==> config.mk <==
export PLATFORM = sky130hd
export DESIGN_NAME = dacbank_top
export DESIGN_NICKNAME = d
export VERILOG_FILES = /design/src/rtl/dacbank_pkg.sv /design/src/rtl/dacbank_decode.sv /design/src/rtl/dacbank_chan.sv /design/src/rtl/dacbank_rdmux.sv /design/src/rtl/dacbank_top.sv
export SDC_FILE = /design/constraint.sdc
export NUM_CORES = 1
export LEC_CHECK = 0
export CELL_PAD_IN_SITES_DETAIL_PLACEMENT = 0
export CELL_PAD_IN_SITES_GLOBAL_PLACEMENT = 1
export CORE_MARGIN = 4
export CORE_UTILIZATION = 39
export DETAILED_ROUTE_END_ITERATION = 8
export MAX_ROUTING_LAYER = met4
export PLACE_DENSITY_LB_ADDON = 0.3
export SYNTH_ARGS = -nofsm -noshare
export SYNTH_HDL_FRONTEND = slang
export SYNTH_SLANG_ARGS = --single-unit
==> constraint.sdc <==
create_clock -name clk -period 2.65 [get_ports clk]
set_clock_uncertainty 0.1 [all_clocks]
set_input_delay 0.6625 -clock clk [delete_from_list [all_inputs] [get_ports clk]]
set_output_delay 0.6625 -clock clk [all_outputs]
set_load 0.005 [all_outputs]
==> src/rtl/dacbank_pkg.sv <==
package dacbank_pkg;
  localparam int NCH    = 2;
  localparam int CODE_W = 12;
  localparam int DATA_W = 16;
  localparam int NREG   = 2 * NCH + 2;
  localparam int ADDR_W = $clog2(NREG + 2);

  localparam logic [ADDR_W-1:0] ADR_CTRL = ADDR_W'(2 * NCH);
  localparam logic [ADDR_W-1:0] ADR_LOAD = ADDR_W'(2 * NCH + 1);

  function automatic logic [ADDR_W-1:0] adr_stage(input int ch);
    return ADDR_W'(ch);
  endfunction

  function automatic logic [ADDR_W-1:0] adr_live(input int ch);
    return ADDR_W'(NCH + ch);
  endfunction

  // Code field of a bus word.
  function automatic logic [CODE_W-1:0] code_of(input logic [DATA_W-1:0] w);
    return w[CODE_W-1:0];
  endfunction

  // Widen a code to a bus word, spare bits zero.
  function automatic logic [DATA_W-1:0] word_of(input logic [CODE_W-1:0] c);
    return {{(DATA_W-CODE_W){1'b0}}, c};
  endfunction

  // Channel select bits carried by a load strobe word.
  function automatic logic [NCH-1:0] sel_of(input logic [DATA_W-1:0] w);
    return w[NCH-1:0];
  endfunction
endpackage

==> src/rtl/dacbank_decode.sv <==
module dacbank_decode
  import dacbank_pkg::*;
(
  input  logic              wr_en,
  input  logic [ADDR_W-1:0] wr_addr,
  input  logic [DATA_W-1:0] wr_data,
  output logic [NCH-1:0]    stage_we,
  output logic [NCH-1:0]    live_we,
  output logic [NCH-1:0]    load_ev,
  output logic              ctrl_we
);
  logic load_hit;
  assign load_hit = wr_en && (wr_addr == ADR_LOAD);
  assign ctrl_we  = wr_en && (wr_addr == ADR_CTRL);

  for (genvar ch = 0; ch < NCH; ch++) begin : g_dec
    localparam logic [ADDR_W-1:0] A_STG  = adr_stage(ch);
    localparam logic [ADDR_W-1:0] A_LIVE = adr_live(ch);
    assign stage_we[ch] = wr_en && (wr_addr == A_STG);
    assign live_we[ch]  = wr_en && (wr_addr == A_LIVE);
    assign load_ev[ch]  = load_hit && sel_of(wr_data)[ch];
  end
endmodule

==> src/rtl/dacbank_chan.sv <==
module dacbank_chan
  import dacbank_pkg::*;
(
  input  logic              clk,
  input  logic              rst_n,
  input  logic              stage_we,
  input  logic              live_we,
  input  logic              load_ev,
  input  logic [CODE_W-1:0] wcode,
  output logic [CODE_W-1:0] stage_q,
  output logic [CODE_W-1:0] live_q
);
  always_ff @(posedge clk or negedge rst_n) begin
    if (!rst_n) begin
      stage_q <= '0;
      live_q  <= '0;
    end else begin
      if (stage_we) stage_q <= wcode;
      if (load_ev)      live_q <= stage_q;   // load wins over direct write
      else if (live_we) live_q <= wcode;
    end
  end

  assert_load_copy_R4: assert property (@(posedge clk) disable iff (!rst_n)
    load_ev |=> live_q == $past(stage_q));
  assert_live_hold_R3: assert property (@(posedge clk) disable iff (!rst_n)
    (!load_ev && !live_we) |=> $stable(live_q));
  assert_stage_hold_R2: assert property (@(posedge clk) disable iff (!rst_n)
    !stage_we |=> $stable(stage_q));
  assert_direct_live_R9: assert property (@(posedge clk) disable iff (!rst_n)
    (live_we && !load_ev) |=> live_q == $past(wcode));
endmodule

==> src/rtl/dacbank_rdmux.sv <==
module dacbank_rdmux
  import dacbank_pkg::*;
(
  input  logic [ADDR_W-1:0]           rd_addr,
  input  logic [NCH-1:0][CODE_W-1:0]  stage_q,
  input  logic [NCH-1:0][CODE_W-1:0]  live_q,
  input  logic [NCH-1:0]              pd_q,
  output logic [DATA_W-1:0]           rd_data
);
  always_comb begin
    rd_data = '0;
    for (int ch = 0; ch < NCH; ch++) begin
      if (rd_addr == adr_stage(ch)) rd_data = word_of(stage_q[ch]);
      if (rd_addr == adr_live(ch))  rd_data = word_of(live_q[ch]);
    end
    if (rd_addr == ADR_CTRL) rd_data = {{(DATA_W-NCH){1'b0}}, pd_q};
  end

  always_comb begin
    if (rd_addr == ADR_LOAD)
      assert_load_reads_zero_R8: assert (rd_data == '0);
    if (int'(rd_addr) >= NREG)
      assert_unmapped_zero_R12: assert (rd_data == '0);
  end
endmodule

==> src/rtl/dacbank_top.sv <==
module dacbank_top
  import dacbank_pkg::*;
(
  input  logic        clk,
  input  logic        rst_n,
  input  logic        wr_en,
  input  logic [2:0]  wr_addr,
  input  logic [15:0] wr_data,
  input  logic [2:0]  rd_addr,
  output logic [15:0] rd_data,
  output logic [11:0] code_a,
  output logic [11:0] code_b,
  output logic [1:0]  pwr_down
);
  logic [NCH-1:0]             stage_we, live_we, load_ev;
  logic                       ctrl_we;
  logic [NCH-1:0][CODE_W-1:0] stage_q, live_q;
  logic [NCH-1:0]             pd_q;
  logic                       unused_hi;

  assign unused_hi = &{1'b0, wr_data[DATA_W-1:CODE_W]};

  dacbank_decode u_dec (
    .wr_en(wr_en), .wr_addr(wr_addr), .wr_data(wr_data),
    .stage_we(stage_we), .live_we(live_we), .load_ev(load_ev), .ctrl_we(ctrl_we)
  );

  for (genvar ch = 0; ch < NCH; ch++) begin : g_chan
    dacbank_chan u_chan (
      .clk(clk), .rst_n(rst_n),
      .stage_we(stage_we[ch]), .live_we(live_we[ch]), .load_ev(load_ev[ch]),
      .wcode(code_of(wr_data)),
      .stage_q(stage_q[ch]), .live_q(live_q[ch])
    );
  end

  always_ff @(posedge clk or negedge rst_n) begin
    if (!rst_n)       pd_q <= '0;
    else if (ctrl_we) pd_q <= sel_of(wr_data);
  end

  dacbank_rdmux u_rd (
    .rd_addr(rd_addr), .stage_q(stage_q), .live_q(live_q),
    .pd_q(pd_q), .rd_data(rd_data)
  );

  assign code_a   = live_q[0];
  assign code_b   = live_q[1];
  assign pwr_down = pd_q;

  assert_pair_update_R6: assert property (@(posedge clk) disable iff (!rst_n)
    (&load_ev) |=> (code_a == $past(stage_q[0])) && (code_b == $past(stage_q[1])));
  assert_pd_follow_R10: assert property (@(posedge clk) disable iff (!rst_n)
    ctrl_we |=> pwr_down == $past(wr_data[1:0]));
  assert_pd_hold_R10: assert property (@(posedge clk) disable iff (!rst_n)
    !ctrl_we |=> $stable(pwr_down));
endmodule

Word level (Yosys, flattened, before mapping)
Index checks and enable logic that the tools add are counted.
{ "totals": {"ff_bits": 50, "output_inout_bits": 42, "inputBits": 25, "wordCells": 35} }
{ "classes": {"reduce_logical": 12, "muxes": 9, "n_eq_ne": 9} }
{ "op_table": {"columns": ["op", "count"], "rows": [
  ["12-bit 2-to-1 mux", 9],
  ["3-bit by 2-bit == test with 1-bit output (second input constant)", 4],
  ["3-bit == test (second input constant)", 3],
  ["1-bit logical AND", 8],
  ["3-bit by 1-bit == test with 1-bit output (second input constant)", 2],
  ["3-bit logical NOT", 2],
  ["2-bit nonzero test", 2]
]} }

Depth between registers and ports, before layout
Gate-level depths: netlist of run 1.
{ "depth": {"depth_word": 6, "depth_mapped": 6, "mapped_depth_nobuf": 4} }

Hierarchy
A second synthesis of run 1 with hierarchy kept.
{ "hier_totals": {"hier_cells": 208, "area_unflattened_um2": 2581.2} }
{ "modules_own_cells": {"columns": ["module", "area_per_inst_um2", "cells_each", "instances"], "rows": [
  ["dacbank_chan", 993.5, 76, 2],
  ["dacbank_rdmux", 449.2, 43, 1],
  ["dacbank_decode", 72.6, 9, 1],
  ["dacbank_top", 72.6, 4, 1]
]} }

Worst setup path before layout of run 1
No wires, ideal clock.
{ "synth_timing": {"path_type": "in2out", "start": "in rd_addr[1]", "end": "out rd_data[10]", "path_buffers": 2, "required_time_ps": 1887, "arrival_time_ps": 1599, "cell_stages": 4, "slack_ps": 289, "cell_sequence": "buf_4 buf_6 mux4_2 nor2b_1"} }
{ "synth_via": {"elab_chain_cells": 6, "elab_cells_between_ends": 10, "classes_between": "eq/ne (4); mux (5); reduce/logical (1)"} }
{ "synth_rtl": {"columns": ["element", "line_no", "text"], "rows": [
  ["start, declared", "dacbank_top.sv:9", "input logic [2:0] rd_addr,"],
  ["3-bit logical NOT", "dacbank_rdmux.sv:13", "if (rd_addr == adr_stage(ch)) rd_data = word_of(stage_q[ch]);"],
  ["12-bit 2-to-1 mux", "dacbank_rdmux.sv:13", null],
  ["12-bit 2-to-1 mux", "dacbank_rdmux.sv:14", "if (rd_addr == adr_live(ch)) rd_data = word_of(live_q[ch]);"],
  ["12-bit 2-to-1 mux", "dacbank_rdmux.sv:13", null],
  ["12-bit 2-to-1 mux", "dacbank_rdmux.sv:14", null],
  ["12-bit 2-to-1 mux (*)", "dacbank_rdmux.sv:16", "if (rd_addr == ADR_CTRL) rd_data = {{(DATA_W-NCH){1'b0}}, pd_q};"],
  ["end, declared", "dacbank_top.sv:10", "output logic [15:0] rd_data,"]
]} }
Mark *: on every way between the ends. The rest lies on a longest branch, timed or not.

Worst setup path after layout of run 1
{ "layout_timing": {"start": "in rd_addr[1]", "end": "out rd_data[2]"} }
Same word-level chain as after synthesis.

==> results.md, run 1 <==
* Number of placement rows at 30
* Cell-internal power at about 1.7 mW
* Number of endpoints failing setup at the final stage at 0
* Run status: completed
* Setup repair after global routing missed its margin: no
* Number of port buffers at slightly below 60
* Global route overflow at 0
* Overall die area at 0.00833 mm^2
* Number of clock sinks at 50
* Critical Path Fanout Max at 9
* Switching Share at 0.273
* Register-to-register path setup slack at 1570 ps
* Worst slew margin at 0.658
* Data arrival time of the critical path at 1830 ps
* I/O pin cnt at 67
* Synth Warn # at 0
* Reg2reg end: g_chan[1].u_chan.live_q[1]$_DFFE_PN0P_
* Count of pins over their slew limit at 0
* Place WS at -582 ps
* Number of register bits inferred by synthesis at 50
* Count of maximum capacitance violations at 0
* Fin cells at ~370
* Post-layout net count at between 300 and 400
* Post-DRT Antenna Nets at 0
* Fin worst setup slack at 54.1 ps
* Final sum of negative setup slack at 0 ps
* Max Freq at between 300 and 400 MHz
* Clock buffer count from CTS at 5
* Most used flip-flop cell after synthesis: sky130_fd_sc_hd__dfrtp_1
* Chip width at ~91 um
* Class of the tightest hold or removal check: in2async
* Detailed-router iteration count before antenna repair at 4
* Transition at the pin with the smallest max-transition slack at slightly above 500 ps
* Share of total power in combinational logic at 0.290
* Req. time, crit path at ~1900 ps
* Leading cell types by count after synthesis: sky130_fd_sc_hd__dfrtp_1 (50), sky130_fd_sc_hd__mux2_2 (24), sky130_fd_sc_hd__nor2_1 (19)
* Unique cell type count in the Yosys netlist at 37
* Wire length of the first global-routing pass at 10.6 mm
* Routability-driven placement congestion ratio at roughly 0.75
* P&R area growth vs syn at 30.0%
* Cell leakage power at 1.46 nW
* Clk pin slew, worst setup/hold paths at ~90 ps
* Fraction of the core area covered by cells at the end of the flow at 0.521
* Clock Tree Buf Depth at 2
* Std-Cell Core Area at about 0.0068 mm^2
* Mean instance size in the synthesized netlist at around 12 um^2
* Post-layout minimum cycle time at between 2000 and 3000 ps
* Antenna violations before repair at 0
* Hold_buf cts at 0
* Overall power after layout at 2.33 mW
* Antenna Cells at 0
* Setup crit end kind: output port
* Initial standard-cell utilization of the core at 0.400
* Via count of the first global-routing pass at slightly below 2000
* Drt via density at approximately 5.2
* Maximum number of pins on one net before global-route repair at 24
* Length in cells of the worst reg-to-reg path at 4
* Clock tree root driver cell: sky130_fd_sc_hd__clkbuf_8
* Proportion of synthesized chip area in sequential cells at 0.463
* Gate Count Post-Synth at 226
* HPWL reported at the end of detailed placement at about 4.7 mm
* Number of enable flip-flop cells after synthesis at 0
* Count of H-tree levels built during CTS at 2
* Most frequent cell after synthesis: sky130_fd_sc_hd__dfrtp_1
* Share of async-settable or async-resettable flops after synthesis at 1.00
* Fraction of final layout cells with drive strength greater than 1 at 0.269
* Area fraction of the dominant cell type after synthesis at 0.463
* Clock tree from TritonCTS: built
* Y dimension of the die at 91.3 um
* Final Hold Violating Endpoints at 0
* Clock share of power at 0.249
* Clock latency on the worst-skew pair at 310 ps
* Total power per unit cell area at 664 mW/mm^2
* Setup crit start kind: input port
* Placed Cells incl. Taps at about 360
* DRC at 0
* Share of the clock period used by the worst path after layout at 0.980
* Psw at 0.638 mW
* Worst setup path class: in2out
* Leading post-synthesis cells by cell area: sky130_fd_sc_hd__dfrtp_1 (46%), sky130_fd_sc_hd__mux2_2 (10%), sky130_fd_sc_hd__mux4_2 (8.3%), sky130_fd_sc_hd__mux2i_1 (4.8%), sky130_fd_sc_hd__nor2b_1 (2.8%)
* Detail-routed net length per standard cell at approximately 18 um
* Largest area contributor in the netlist: sky130_fd_sc_hd__dfrtp_1
* Worst hold slack at between 200 and 250 ps
* Routed wire length at between 6 and 7 mm
* Post-route cell area at around 0.0035 mm^2
* Seq pwr share at 0.461
* Overall track demand over capacity in global routing at 0.169
* Reg2Reg Launch Point: g_chan[1].u_chan.live_q[1]$_DFFE_PN0P_
* Via total after detailed routing at 1948
* Synth Cell Area at ~0.0027 mm^2
* Placed cell area at approximately 0.0034 mm^2
* Worst vdd rail ir drop at about 0.00025 V
* Initial drt markers at 99
## power by group through the flow
| stage | Sequential, mW | Combinational, mW | Clock [mW] |
|---|---|---|---|
| after floorplan | 1.06 | 0.337 | 0 |
| after global placement | 1.09 | 0.681 | 0 |
| after detailed placement | 1.09 | 0.699 | 0 |
| after CTS | 1.08 | 0.691 | 0.593 |
| after global routing | 1.10 | 0.740 | 0.620 |
| final | 1.08 | 0.676 | 0.582 |
## critical path: stages
cell and delay, ps:
sky130_fd_sc_hd__buf_8 150, sky130_fd_sc_hd__buf_4 140, sky130_fd_sc_hd__mux4_2 470, sky130_fd_sc_hd__nor2b_1 150, sky130_fd_sc_hd__dlygate4sd2_1 260
## area by class of cell
type	count	area, um^2
Tap cell	80	100
Fill cell	604	3240
Multi-Input combinational cell	152	1270
Sequential cell	50	1250
Timing Repair Buffer	77	752
Clock inverter	2	38.8
Inverter	7	26.3
Clock buffer	6	82.6
## sequential cells by signal, summed over array words and instances (netlist names)
name / count
g_chan.u_chan.live_q: 24
g_chan.u_chan.stage_q: 24
pwr_down: 2
## what timing repair did
| item | CTS | global route |
|---|---|---|
| pin swaps | 1 | 0 |
| gates resized for setup | 35 | 0 |
| gates cloned | 1 | 0 |
| setup buffers | 2 | 0 |
| endpoints found under the setup margin | 12 | 1 |
## how the worst max path moves through the flow
stage                           from     endpoint  slack, ps  depth (start not counted)
final                     rd_addr[1]   rd_data[2]         50                          5
after global routing      rd_addr[1]   rd_data[2]         20                          5
after CTS                 rd_addr[1]   rd_data[2]        -20                          6
after detailed placement  rd_addr[1]   rd_data[5]       -580                          5
after global placement    rd_addr[0]   rd_data[4]       -570                          5
after floorplan           rd_addr[1]  rd_data[10]        290                          4
## cell families after synthesis
kind of cell | after synthesis | synth area share
AND/OR/NAND/NOR | 57 | 0.115
flip-flops | 50 | 0.463
buffers and inverters | 27 | 0.0745
multiplexers | 49 | 0.240
other | 1 | 0.00139
AO/OA/AOI/OAI | 42 | 0.107
## cells in the final DEF, fill, tap and decap left out, types with 2 or more instances in the layout
master,instances
sky130_fd_sc_hd__buf_4,16
sky130_fd_sc_hd__mux2_2,24
sky130_fd_sc_hd__conb_1,4
sky130_fd_sc_hd__buf_8,2
sky130_fd_sc_hd__o21ai_0,4
sky130_fd_sc_hd__nand2_1,15
sky130_fd_sc_hd__nand2b_1,2
sky130_fd_sc_hd__o21ai_1,2
sky130_fd_sc_hd__clkdlybuf4s50_1,42
sky130_fd_sc_hd__nor2b_2,2
sky130_fd_sc_hd__a31oi_2,5
sky130_fd_sc_hd__inv_1,7
sky130_fd_sc_hd__nor2_1,19
sky130_fd_sc_hd__mux4_2,10
sky130_fd_sc_hd__mux2_1,2
sky130_fd_sc_hd__dfrtp_1,50
sky130_fd_sc_hd__clkbuf_8,6
sky130_fd_sc_hd__nor2b_1,11
sky130_fd_sc_hd__o22ai_1,3
sky130_fd_sc_hd__dlygate4sd2_1,11
sky130_fd_sc_hd__a22oi_1,8
sky130_fd_sc_hd__a31oi_1,3
sky130_fd_sc_hd__a21oi_1,13
sky130_fd_sc_hd__mux2i_1,13
## routing by layer
layer,GRT usage,share of wire,vias to the layer above
met5,-,0,-
met2,0.267,0.48,62
met4,0.0490,0.0097,0
met3,0.0406,0.062,4
li1,-,-,932
met1,0.216,0.45,950
Power figures use the tool's default switching activity.
==> inputs of run 2 (changes only) <==
--- a/config.mk
+++ b/config.mk
@@ -10,6 +10,7 @@
 export CORE_MARGIN = 4
 export CORE_UTILIZATION = 39
 export DETAILED_ROUTE_END_ITERATION = 8
+export GPL_TIMING_DRIVEN = 0
 export MAX_ROUTING_LAYER = met4
 export PLACE_DENSITY_LB_ADDON = 0.3
 export SYNTH_ARGS = -nofsm -noshare
==> run 2 against run 1 <==
Net effect:
- register-to-register slack barely moved
- utilization rose by 0.59 points
- worst hold slack got worse by 79 ps
- largest power group unchanged
- highest routed layer unchanged
- final cell count rose by 0.53%
- sequential power barely moved
- critical endpoint is now rd_data[5]
- cell area rose by 1.1%
- largest cell class unchanged
- clock power fell by 8.2%
==> results.md, run 2 (synthesis gave the netlist of run 1 again) <==
* DRC at 0 (unchanged)
* Antenna Cells at 0 (unchanged)
* Placed Cells incl. Taps at 363 (-0.27%)
* Class of the tightest hold or removal check: in2async
* Max Freq at 384 MHz (-0.27%)
* Clock share of power at 0.233 (-0.016)
* Via count of the first global-routing pass at 2064 (+4.6%)
* Clock Tree Buf Depth at 2 (unchanged)
* Worst setup path class: in2out
* Cell leakage power at 1.51 nW (+2.9%)
* Psw at 0.618 mW (-3.1%)
* Overall track demand over capacity in global routing at 0.173 (+0.00468)
* Clk pin slew, worst setup/hold paths at 90 ps (about the same)
* Initial standard-cell utilization of the core at 0.400 (unchanged)
* Overall power after layout at 2.29 mW (-1.7%)
* Run status: completed
* Fillers at 643 (+6.5%)
* Via total after detailed routing at 2022 (+3.8%)
* Req. time, crit path at 1890 ps (about the same)
* Share of the clock period used by the worst path after layout at 0.982 (+0.00262)
* Critical-path top delay cell: sky130_fd_sc_hd__mux4_2
* Post-layout minimum cycle time at 2600 ps (+6.93 ps)
* Leading cell type in the layout, fill and taps excluded: sky130_fd_sc_hd__dfrtp_1
* Count of H-tree levels built during CTS at 2 (unchanged)
* Initial drt markers at 51 (-48%)
* Clock buffer count from CTS at 5 (unchanged)
* Final sum of negative setup slack at 0 ps (unchanged)
* Worst path max stage delay at 480 ps (about the same)
* Post-DRT Antenna Nets at 0 (unchanged)
* Hold_buf cts at 0 (unchanged)
* P&R area growth vs syn at 31.5%
* Global route overflow at 0 (unchanged)
* Seq pwr share at 0.469 (+0.008)
* Std-Cell Core Area at 0.00676 mm^2 (unchanged)
* List of cells traversed by the critical path: buf_12 -> mux4_2 -> nor2b_1 -> clkdlybuf4s50_1
* Number of port buffers at 53 (-8.6%)
* Switching Share at 0.270 (-0.00391)
* Clock latency on the worst-skew pair at 310 ps (about the same)
* HPWL reported at the end of detailed placement at 4.60 mm (-1.2%)
* Setup repair after global routing missed its margin: no
* Critical Path Fanout Max at 7 (-2)
* Setup crit start kind: input port
* Cell-internal power at 1.68 mW (-1.2%)
* Maximum number of pins on one net before global-route repair at 39 (+63%)
* Wire length of the first global-routing pass at 10.9 mm (+2.7%)
* Routability-driven placement congestion ratio at 0.789 (+4.7%)
* Chip width at 91.3 um (unchanged)
* Fraction of final layout cells with drive strength greater than 1 at 0.280 (+0.0117)
* Data arrival time of the critical path at 1840 ps (about the same)
* Fraction of the core area covered by cells at the end of the flow at 0.526 (+0.00592)
* Fin cells at 376 (+0.53%)
* Number of endpoints failing setup at the final stage at 0 (unchanged)
* Setup crit end kind: output port
* Detailed-router iteration count before antenna repair at 4 (unchanged)
* Post-layout net count at 320 (+0.63%)
* Overall die area at 0.00833 mm^2 (unchanged)
* Share of total power in combinational logic at 0.298 (+0.008)
* Worst vdd rail ir drop at 0.000305 V (+20%)
* Routed wire length at 6.75 mm (+2.6%)
* Number of placement rows at 30 (unchanged)
* Detail-routed net length per standard cell at 18.0 um (+2.0%)
* Drt via density at 5.38 (+3.2%)
* Total power per unit cell area at 645 mW/mm^2 (-2.8%)
* Most frequent cells in the layout: sky130_fd_sc_hd__dfrtp_1 (50), sky130_fd_sc_hd__clkdlybuf4s50_1 (40), sky130_fd_sc_hd__mux2_2 (24), sky130_fd_sc_hd__nor2_1 (19), sky130_fd_sc_hd__nand2_1 (15)
* Y dimension of the die at 91.3 um (unchanged)
* Antenna violations before repair at 0 (unchanged)
* Clock tree from TritonCTS: built
* Number of clock sinks at 50 (unchanged)
* Count of pins over their slew limit at 0 (unchanged)
* Count of maximum capacitance violations at 0 (unchanged)
* Clock tree root driver cell: sky130_fd_sc_hd__clkbuf_8
* Final Hold Violating Endpoints at 0 (unchanged)
* I/O pin cnt at 67 (unchanged)
run 2: cell count changes in the layout (fill, tap and decap cells not counted), moves of 2 or more:
cell                              delta
sky130_fd_sc_hd__dlygate4sd2_1       -5
sky130_fd_sc_hd__buf_12              +3
sky130_fd_sc_hd__clkdlybuf4s50_1     -2
sky130_fd_sc_hd__buf_4               -8
sky130_fd_sc_hd__dlymetal6s2s_1      +3
sky130_fd_sc_hd__clkbuf_1            +3
sky130_fd_sc_hd__buf_6               +6
sky130_fd_sc_hd__buf_2               +2
run 2: area by class of cell:
| cell class | instances | area, um^2 | share of cell area |
|---|---|---|---|
| Timing Repair Buffer | 59 | 592 | 0.166 |
| Tap cell | 80 | 100 | 0.0281 |
| Buffer | 20 | 213 | 0.0598 |
| Inverter | 7 | 26.3 | 0.00739 |
| Clock buffer | 7 | 76.3 | 0.0215 |
| Multi-Input combinational cell | 152 | 1270 | 0.357 |
| Clock inverter | 1 | 30.0 | 0.00844 |
| Sequential cell | 50 | 1250 | 0.352 |
run 2: critical path, delay by kind of cell:
kind	cells	cell delay (ps)
multiplexers	1	480
AND/OR/NAND/NOR	1	140
buffers and inverters	2	550
run 2: power by group through the flow:
stage | Sequential, mW | Clock (mW) | Combinational [mW]
after floorplan | 1.06 | 0 | 0.337
after global placement | 1.09 | 0 | 0.678
after detailed placement | 1.09 | 0 | 0.692
after CTS | 1.08 | 0.547 | 0.696
after global routing | 1.10 | 0.573 | 0.747
final | 1.08 | 0.534 | 0.684
run 2: metrics by stage:
stage | cell area, um^2 | setup slack, ps | hold WS, ps
after global routing | 3560 | 1.80 | 150
after global placement | 3350 | -757 | 392
after detailed placement | 3360 | -556 | 400
after CTS | 3550 | 13.1 | 146
after floorplan | 2720 | 289 | 267
final | 3560 | 47.2 | 134
run 2: layer usage:
layer / part of all wire / up-vias / global-route usage
met2: 0.46 / 62 / 0.265
met5: 0 / - / -
met4: 0.0095 / 0 / 0.0440
li1: - / 942 / -
met1: 0.47 / 1012 / 0.232
met3: 0.065 / 6 / 0.0431
run 2: what timing repair did:
item | 4_1_cts | 5_1_grt
pin swaps | 0 | 1
endpoints found under the setup margin | 12 | 5
resized for setup | 25 | 5
buffers inserted | 4 | 1
run 2: worst paths after layout:
kind | startpoint | cells past startpoint | slack [ps] | end
setup / recovery | rd_addr[1] | 4 | 50 | rd_data[5]
hold / removal | rst_n | 1 | 130 | g_chan[0].u_chan.stage_q[9]$_DFFE_PN0P_
setup reg to reg | g_chan[1].u_chan.stage_q[1]$_DFFE_PN0P_ | 3 | 1560 | g_chan[1].u_chan.live_q[1]$_DFFE_PN0P_
hold reg to reg | g_chan[0].u_chan.stage_q[2]$_DFFE_PN0P_ | 1 | 420 | g_chan[0].u_chan.stage_q[2]$_DFFE_PN0P_
max in group asynchronous | rst_n | 2 | 1800 | g_chan[1].u_chan.live_q[10]$_DFFE_PN0P_
min in group clk | g_chan[0].u_chan.stage_q[2]$_DFFE_PN0P_ | 1 | 420 | g_chan[0].u_chan.stage_q[2]$_DFFE_PN0P_
==> inputs of run 3 (changes only) <==
--- a/config.mk
+++ b/config.mk
@@ -5,10 +5,11 @@
 export SDC_FILE = /design/constraint.sdc
 export NUM_CORES = 1
 export LEC_CHECK = 0
+export CAP_MARGIN = 0
 export CELL_PAD_IN_SITES_DETAIL_PLACEMENT = 0
 export CELL_PAD_IN_SITES_GLOBAL_PLACEMENT = 1
 export CORE_MARGIN = 4
-export CORE_UTILIZATION = 39
+export CORE_UTILIZATION = 42
 export DETAILED_ROUTE_END_ITERATION = 8
 export GPL_TIMING_DRIVEN = 0
 export MAX_ROUTING_LAYER = met4
==> constraint.sdc (replaced) <==
create_clock -name clk -period 3.35 [get_ports clk]
set_clock_uncertainty 0.1 [all_clocks]
set_input_delay 0.8375 -clock clk [delete_from_list [all_inputs] [get_ports clk]]
set_output_delay 0.8375 -clock clk [all_outputs]
set_load 0.005 [all_outputs]
==> run 3 against run 2 <==
Net effect:
- cell area down 2.7%
- utilization is 4.1 points higher
- clock power is 30% lower
- first-iteration DRC count up 130%
- final cell count fell by 2.7%
- worst setup slack gained 61 ps
- worst hold slack better by 240 ps
- sequential power shrank 21%
- critical path type unchanged
- critical endpoint is now rd_data[9]
- largest power group unchanged
==> results.md, run 3 (synthesis gave the netlist of run 1 again) <==
* Clock tree from TritonCTS: built
* Initial standard-cell utilization of the core at 0.444 (+0.0434)
* Reg2reg end: g_chan[1].u_chan.live_q[1]$_DFFE_PN0P_
* Std-Cell Core Area at 0.00610 mm^2 (-9.8%)
* Wire length of the first global-routing pass at 10.8 mm (-1.1%)
* Critical path launch point: rd_addr[1]
* Via count of the first global-routing pass at 2002 (-3.0%)
* Post-layout net count at 315 (-1.6%)
* Reg2Reg Launch Point: g_chan[1].u_chan.stage_q[1]$_DFFE_PN0P_
* Cell leakage power at 1.40 nW (-6.9%)
* Maximum number of pins on one net before global-route repair at 32 (-18%)
* Global route overflow at 0 (unchanged)
* Via total after detailed routing at 2001 (-1.0%)
* Worst vdd rail ir drop at 0.000256 V (-16%)
* Class of the tightest hold or removal check: in2async
* Overall die area at 0.00779 mm^2 (-6.5%)
* Clock buffer count from CTS at 5 (unchanged)
* Share of the clock period used by the worst path after layout at 0.968
* Place WS at -176 ps (+380 ps)
* Fin cells at 366 (-2.7%)
* Number of clock sinks at 50 (unchanged)
* Critical Path Fanout Max at 10 (+3)
* Clock latency on the worst-skew pair at 310 ps (about the same)
* Number of port buffers at 53 (unchanged)
* Data arrival time of the critical path at 2300 ps (+460 ps)
* Count of pins over their slew limit at 0 (unchanged)
* Routability-driven placement congestion ratio at 0.809 (+2.5%)
* Number of endpoints failing setup at the final stage at 0 (unchanged)
* Total power per unit cell area at 511 mW/mm^2 (-21%)
* Count of maximum capacitance violations at 0 (unchanged)
* Placed Cells incl. Taps at 358 (-1.4%)
* Hold_buf cts at 0 (unchanged)
* Run status: completed
* Overall track demand over capacity in global routing at 0.191 (+0.0176)
* Crit path to: rd_data[9]
* Clock Tree Buf Depth at 2 (unchanged)
* Chip width at 88.3 um (-3.3%)
* Final Hold Violating Endpoints at 0 (unchanged)
* Routed wire length at 6.80 mm (+0.70%)
* DRC at 0 (unchanged)
* Post-layout minimum cycle time at 3240 ps
* Fraction of final layout cells with drive strength greater than 1 at 0.265 (-0.0158)
* Y dimension of the die at 88.3 um (-3.3%)
* Fin worst setup slack at 108 ps (+61.2 ps)
* Antenna Cells at 0 (unchanged)
* Setup repair after global routing missed its margin: no
* Leading cell type in the layout, fill and taps excluded: sky130_fd_sc_hd__clkdlybuf4s50_1
* Fillers at 559 (-13%)
* Clock tree root driver cell: sky130_fd_sc_hd__clkbuf_8
* Length in cells of the worst reg-to-reg path at 3 (unchanged)
* Number of placement rows at 28 (-6.7%)
* HPWL reported at the end of detailed placement at 4.68 mm (+1.8%)
* Antenna violations before repair at 0 (unchanged)
* # Post-CTS Setup Buffers at 0 (-4)
* Register-to-register path setup slack at 2230 ps (+670 ps)
* Count of H-tree levels built during CTS at 2 (unchanged)
* Max Freq at about 300 MHz
* Detailed-router iteration count before antenna repair at 4 (unchanged)
* Post-DRT Antenna Nets at 0 (unchanged)
* Initial drt markers at 116 (+130%)
* Setup crit end kind: output port
* Setup crit start kind: input port
* Req. time, crit path at 2410 ps (+520 ps)
* Detail-routed net length per standard cell at 18.6 um (+3.4%)
* Drt via density at 5.47 (+1.7%)
* I/O pin cnt at 67 (unchanged)
* Worst setup path class: in2out
* Clk pin slew, worst setup/hold paths at 100 ps (about the same)
* Most frequent cells in the layout: sky130_fd_sc_hd__clkdlybuf4s50_1 (51), sky130_fd_sc_hd__dfrtp_1 (50), sky130_fd_sc_hd__mux2_2 (24), sky130_fd_sc_hd__nor2_1 (19), sky130_fd_sc_hd__nand2_1 (15)
* P&R area growth vs syn at 27.9%
-- run 3: critical path, stage by stage --
cell and delay (ps):
sky130_fd_sc_hd__buf_4 180, sky130_fd_sc_hd__buf_6 200, sky130_fd_sc_hd__mux4_2 500, sky130_fd_sc_hd__nor2b_1 140, sky130_fd_sc_hd__clkdlybuf4s50_1 440
-- run 3: timing repair --
action / 4_1_cts / 5_1_grt
resized for setup: 2 / 3
endpoints found under the hold margin: 0 / 0
cloned: 0 / 0
endpoints found under the setup margin: 10 / 2
-- run 3: power breakdown --
part / total (mW) / internal [mW] / leakage, nW / switching (mW)
clock network: 0.372 / 0.166 / 0.0472 / 0.205
registers: 0.853 / 0.742 / 0.593 / 0.112
logic: 0.543 / 0.363 / 0.763 / 0.180
-- run 3: worst min-delay path by stage --
stage	startpoint	endpoint	cells past startpoint
CTS	rst_n	g_chan[0].u_chan.live_q[10]$_DFFE_PN0P_	1
detailed placement	g_chan[1].u_chan.stage_q[10]$_DFFE_PN0P_	g_chan[1].u_chan.stage_q[10]$_DFFE_PN0P_	1
global placement	g_chan[0].u_chan.stage_q[2]$_DFFE_PN0P_	g_chan[0].u_chan.stage_q[2]$_DFFE_PN0P_	1
global route	rst_n	g_chan[0].u_chan.stage_q[10]$_DFFE_PN0P_	1
floorplan	g_chan[0].u_chan.stage_q[10]$_DFFE_PN0P_	g_chan[0].u_chan.stage_q[10]$_DFFE_PN0P_	1
finish	rst_n	g_chan[1].u_chan.live_q[10]$_DFFE_PN0P_	1
-- run 3: stage by stage --
step	utilization	total power [mW]	cell area [um^2]	hold WS [ps]	setup TNS (ps)
final	0.568	1.77	3460	375	0
after detailed placement	0.550	1.41	3360	416	-799
after CTS	0.567	1.79	3450	385	0
after global routing	0.568	1.87	3460	401	0
after global placement	0.548	1.40	3340	409	-11960
after floorplan	-	1.11	2720	377	0
-- run 3: cell type report --
class / instances / area [um^2] / area share
Inverter: 7 / 26.3 / 0.00759
Clock inverter: 2 / 12.5 / 0.00362
Tap cell: 75 / 93.8 / 0.0271
Multi-Input combinational cell: 152 / 1270 / 0.366
Clock buffer: 6 / 82.6 / 0.0239
Buffer: 20 / 179 / 0.0517
Timing Repair Buffer: 54 / 548 / 0.158
Sequential cell: 50 / 1250 / 0.362
-- run 3: layer usage --
metal / global-route usage / part of all wire / vias up / wire length, um
met5: - / 0 / - / 0
met4: 0.0371 / 0.0093 / 0 / 63
met3: 0.0428 / 0.049 / 8 / 334
met2: 0.293 / 0.47 / 60 / 3190
met1: 0.263 / 0.47 / 1002 / 3210
li1: - / - / 931 / -
